**src/rtl/guarded_tar_pkg.sv**
```systemverilog
package guarded_tar_pkg;
  parameter int WORD_W   = 32;
  parameter int ADDR_W   = 10;
  parameter int MODE_POS = 12;

  localparam logic [WORD_W-1:0] ADDR_MASK = (WORD_W'(1) << ADDR_W) - WORD_W'(1);
  localparam logic [WORD_W-1:0] MODE_MASK = WORD_W'(1) << MODE_POS;
  localparam logic [WORD_W-1:0] KEEP_MASK = ADDR_MASK | MODE_MASK;

  typedef struct packed {
    logic ctl_enable;
    logic cfg_master;
    logic mst_busy;
    logic txq_empty;
  } ctl_state_t;
endpackage

```
**src/rtl/guarded_tar_rst_sync.sv**
```systemverilog
module guarded_tar_rst_sync #(
  parameter int STAGES = 2
) (
  input  logic clk,
  input  logic rst_n,
  output logic rst_sync_n
);
  logic [STAGES-1:0] chain_q;
  logic [STAGES-1:0] chain_d;

  always_comb begin
    chain_d = {chain_q[STAGES-2:0], 1'b1};
  end

  always_ff @(posedge clk or negedge rst_n) begin
    if (!rst_n) chain_q <= '0;
    else        chain_q <= chain_d;
  end

  assign rst_sync_n = chain_q[STAGES-1];
endmodule

```
**src/rtl/guarded_tar_gate.sv**
```systemverilog
module guarded_tar_gate
  import guarded_tar_pkg::*;
(
  input  logic       wr_stb,
  input  ctl_state_t st,
  output logic       wr_take,
  output logic       wr_drop
);
  logic idle_master;

  always_comb begin
    idle_master = st.cfg_master & ~st.mst_busy & st.txq_empty;
    wr_take     = wr_stb & (~st.ctl_enable | idle_master);
    wr_drop     = wr_stb & st.ctl_enable & ~idle_master;
  end
endmodule

```
**src/rtl/guarded_tar_store.sv**
```systemverilog
module guarded_tar_store
  import guarded_tar_pkg::*;
(
  input  logic              clk,
  input  logic              rst_n,
  input  logic              load,
  input  logic [WORD_W-1:0] wr_data,
  output logic [WORD_W-1:0] word_q
);
  logic [WORD_W-1:0] word_d;

  always_comb begin
    word_d = word_q;
    if (load) word_d = wr_data & KEEP_MASK;
  end

  always_ff @(posedge clk or negedge rst_n) begin
    if (!rst_n)    word_q <= '0;
    else if (load) word_q <= word_d;
  end
endmodule

```
**src/rtl/guarded_tar.sv**
```systemverilog
module guarded_tar
  import guarded_tar_pkg::*;
(
  input  logic              clk,
  input  logic              rst_n,
  input  logic              wr_stb,
  input  logic [WORD_W-1:0] wr_data,
  input  logic              ctl_enable,
  input  logic              cfg_master,
  input  logic              mst_busy,
  input  logic              txq_empty,
  output logic [ADDR_W-1:0] tgt_addr,
  output logic              addr10_sel,
  output logic              wr_dropped,
  output logic [WORD_W-1:0] rd_word
);
  logic       rst_sync_n;
  logic       wr_take;
  logic       wr_drop;
  logic       drop_d;
  logic       drop_q;
  ctl_state_t st;
  logic [WORD_W-1:0] word_q;

  assign st = '{ctl_enable: ctl_enable, cfg_master: cfg_master,
                mst_busy: mst_busy, txq_empty: txq_empty};

  guarded_tar_rst_sync #(.STAGES(2)) u_rst (
    .clk(clk), .rst_n(rst_n), .rst_sync_n(rst_sync_n)
  );

  guarded_tar_gate u_gate (
    .wr_stb(wr_stb), .st(st), .wr_take(wr_take), .wr_drop(wr_drop)
  );

  guarded_tar_store u_store (
    .clk(clk), .rst_n(rst_sync_n), .load(wr_take),
    .wr_data(wr_data), .word_q(word_q)
  );

  always_comb begin
    drop_d = wr_drop;
  end

  always_ff @(posedge clk or negedge rst_sync_n) begin
    if (!rst_sync_n) drop_q <= 1'b0;
    else             drop_q <= drop_d;
  end

  assign tgt_addr   = word_q[ADDR_W-1:0];
  assign addr10_sel = word_q[MODE_POS];
  assign rd_word    = word_q;
  assign wr_dropped = drop_q;
endmodule

```
**config.mk**
```make
export PLATFORM = sky130hd
export DESIGN_NAME = guarded_tar
export DESIGN_NICKNAME = d
export VERILOG_FILES = /design/src/rtl/guarded_tar_pkg.sv /design/src/rtl/guarded_tar_rst_sync.sv /design/src/rtl/guarded_tar_gate.sv /design/src/rtl/guarded_tar_store.sv /design/src/rtl/guarded_tar.sv
export SDC_FILE = /design/constraint.sdc
export NUM_CORES = 1
export LEC_CHECK = 0
export ABC_AREA = 1
export CAP_MARGIN = 30
export CORE_AREA = 2 2 55 57
export DETAILED_ROUTE_END_ITERATION = 8
export DIE_AREA = 0 0 57 59
export MAX_ROUTING_LAYER = met4
export PLACE_DENSITY = 0.82
export SYNTH_ARGS = -nofsm -noshare
export SYNTH_HDL_FRONTEND = slang
export SYNTH_SLANG_ARGS = --single-unit
```
**constraint.sdc**
```tcl
create_clock -name clk -period 1.05 [get_ports clk]
set_input_delay 0.21 -clock clk [delete_from_list [all_inputs] [get_ports clk]]
set_output_delay 0.21 -clock clk [all_outputs]
set_load 0.02 [all_outputs]
```
==> reports/metrics.yaml, run 1 <==
run_status:
  status: "complete, but fails checks"
  violations: "negative setup slack"
timing:
  tightest_slew_ps: 511
  fmax_ghz: 0.934
  period_needed_ps: 1070
  hold_viol_final: 0
  finClkSkew_ps: 0.165
  slew_headroom_pct: 66.0
  fin_ws_ps: -20.7
  fin_hold_ws_ps: 83.7
  maxSlewViolCount: 0
  rsz0062_at_grt: "yes"
  setup_tns_ps: -106
  finalSetupViolations: 18
  min_period_over_period_pct: 102
drt:
  wl_per_cell_um: 10.8
  met1_length_um: 666
  via_per_inst: 3.86
  drc_errors: 0
  drtAntennaViolNets: 0
  wl_um: 1820
  drt_iter0_markers: 2
  top_layer: "met4"
  dr_wl_met2_um: 1010
  dr.pass1.iters: 3
  vias: 652
  wl_met3_um: 134
synthesis:
  syn_inst: 90
  synth_area_per_cell_sq_um: 9.11
  ys_types: 10
  synthesis.area_sq_um: 820
  seq_area_frac_synth_pct: 42.7
  ys_warn_count: 0
  synth_seq_cells: 14
finish:
  fillers: 280
  layoutNonFillerInstCount: 169
  drive_gt1_share_pct: 42.8
  final_nets: 178
  area_delta_synth_final_pct: 52.8
  antenna_cells: 0
critical_path:
  crit_buf_inv: 1
  crit_family: "flip-flops"
  path_class: "reg2out"
  cp.arrival_ps: 860
  path_max_fanout: 3
  cpMaxStageDelayCell: "dfrtp_1"
  reg2reg_depth: 4
  critical_path.startpoint_type: "flop"
  end_kind: "output pin"
  rr_endpoint: "u_store.word_q[5]$_DFFE_PN0P_"
  critPathRequiredTime_ps: 840
  crit_chain: "buf_2"
  slowest_delay_ps: 410
  r2r_setup_slack_ps: 170
  reg2reg_from: "u_store.word_q[5]$_DFFE_PN0P_"
placement:
  numPlacedInstances: 160
  gp_congestion: 0.734
  placement.io_buffers: 40
  post-dp-hpwl_um: 1430
power_and_ir_drop:
  p_total_uw: 1800
  vdd_ir_drop_max_v: 0.000765
  pwr-share-seq_pct: 37.3
  switching_share_pct: 34.0
  clkPwrFrac_pct: 21.8
  pwr-share-comb_pct: 40.9
  power.internal_uw: 1190
  p_per_area_nw_per_um2: 1440
  p_leak_uw: 0.000676
  p_switching_uw: 614
floorplanning:
  io_pins: 83
  die_y_um: 59
  die-area_sq_um: 3360
  initial_utilization_pct: 30.2
  die_w_um: 57
  rows: 19
  core_sq_um: 2710
clock_network:
  cts_hold_buf: 0
  clk_latency_ps: 270
  root_buffer: "clkbuf_4"
  clockBufferDepth: 2
  numCtsBuffers: 3
  clk_pin_slew_worst_paths_ps: 90
  cts_num_sinks: 14
  cts_tree: "built"
  cts_max_level: 1
grt:
  grt_max_degree: 13
  grt_pass1_wl_um: 2870
  grtUsageTotal_pct: 11.5
  grt_pass1_vias: 672
  grt-ovfl-total: 0
  antenna_found_initial: 0
flow_run:
  maxCapViolations: 0
hold_path:
  worstHoldPathType: "in2async"
[kinds of logic (layout without fill, tap and decap cells)]
group | Yosys count | count (layout) | share of synthesized area (%)
and+or+nand+nor | 37 | 37 | 23.2
buffers and inverters | 37 | 65 | 33.1
DFF | 14 | 14 | 42.7
other | 2 | 22 | 0.916
[cell usage after synthesis]
library cell  instances  share of area [%]
nand2_2              12                9.2
conb_1                2               0.92
inv_1                 2               0.92
nand3_2               1                1.2
buf_4                33                 30
buf_6                 1                1.4
buf_2                 1               0.61
nand2_1              12                5.5
dfrtp_1              14                 43
nand3_1              12                7.3
[flip-flops by register name (all words and copies together), names as in the netlist]
register,cells
u_store.word_q,11
wr_dropped,1
u_rst.chain_q,2
[area by class of cell]
class | count | area, sq um | share of cell area [%]
clock buffer | 4 | 36.3 | 2.90
inverter | 2 | 7.51 | 0.599
multi-input combinational | 59 | 273 | 21.8
sequential | 14 | 350 | 28.0
tap | 31 | 38.8 | 3.10
timing repair buffer | 59 | 547 | 43.7
[worst max path at each step]
stage,startpoint,to,slack (ps),cells after the start
after floorplan,u_store.word_q[12]$_DFFE_PN0P_,rd_word[12],200,1
after global placement,cfg_master,u_store.word_q[6]$_DFFE_PN0P_,-230,7
after detailed placement,txq_empty,u_store.word_q[5]$_DFFE_PN0P_,-270,7
after CTS,u_store.word_q[12]$_DFFE_PN0P_,addr10_sel,-40,1
after global routing,u_store.word_q[12]$_DFFE_PN0P_,addr10_sel,-70,1
final,u_store.word_q[12]$_DFFE_PN0P_,addr10_sel,-20,1
[timing repair]
action / CTS / global route
gates resized for setup: 124 / 6
pin swaps: 0 / 0
endpoints found under the setup margin: 23 / 23
setup buffers: 3 / 2
[layout by cell type, fill, tap and decap left out, drive strengths merged]
cell and n:
clkdlybuf4s50 17, buf 42, nand2 24, dfrtp 14, nand3 13, conb 22
inv 2, clkbuf 4
[per-stage QoR]
stage	util [%]	instance area (sq um)	setup slack [ps]
3_5_place_dp	43.4	1170	-271
5_1_grt	46.2	1250	-69.1
4_1_cts	45.0	1220	-39.7
6_report	46.2	1250	-20.7
3_3_place_gp	43.4	1170	-228
2_1_floorplan	-	895	199
[layer usage]
layer	vias to the layer above	GRT usage (%)
met1	296	11.7
met5	-	-
met3	2	2.18
li1	320	-
met2	34	21.2
met4	0	5.98
[power groups by stage]
stage / Sequential (uW) / Combinational [uW] / Clock [uW]
3_3_place_gp: 661 / 701 / 0
6_report: 673 / 737 / 393
3_5_place_dp: 671 / 709 / 0
2_1_floorplan: 741 / 373 / 0
4_1_cts: 674 / 717 / 418
5_1_grt: 685 / 783 / 444
Note: power is estimated with default switching activity, not from simulation.
==> run 2: changes to the inputs <==
Settings changed: CAP_MARGIN 30 to 5.
==> results of run 2 <==
No change in the layout: final DEF, timing and power equal those of run 1.
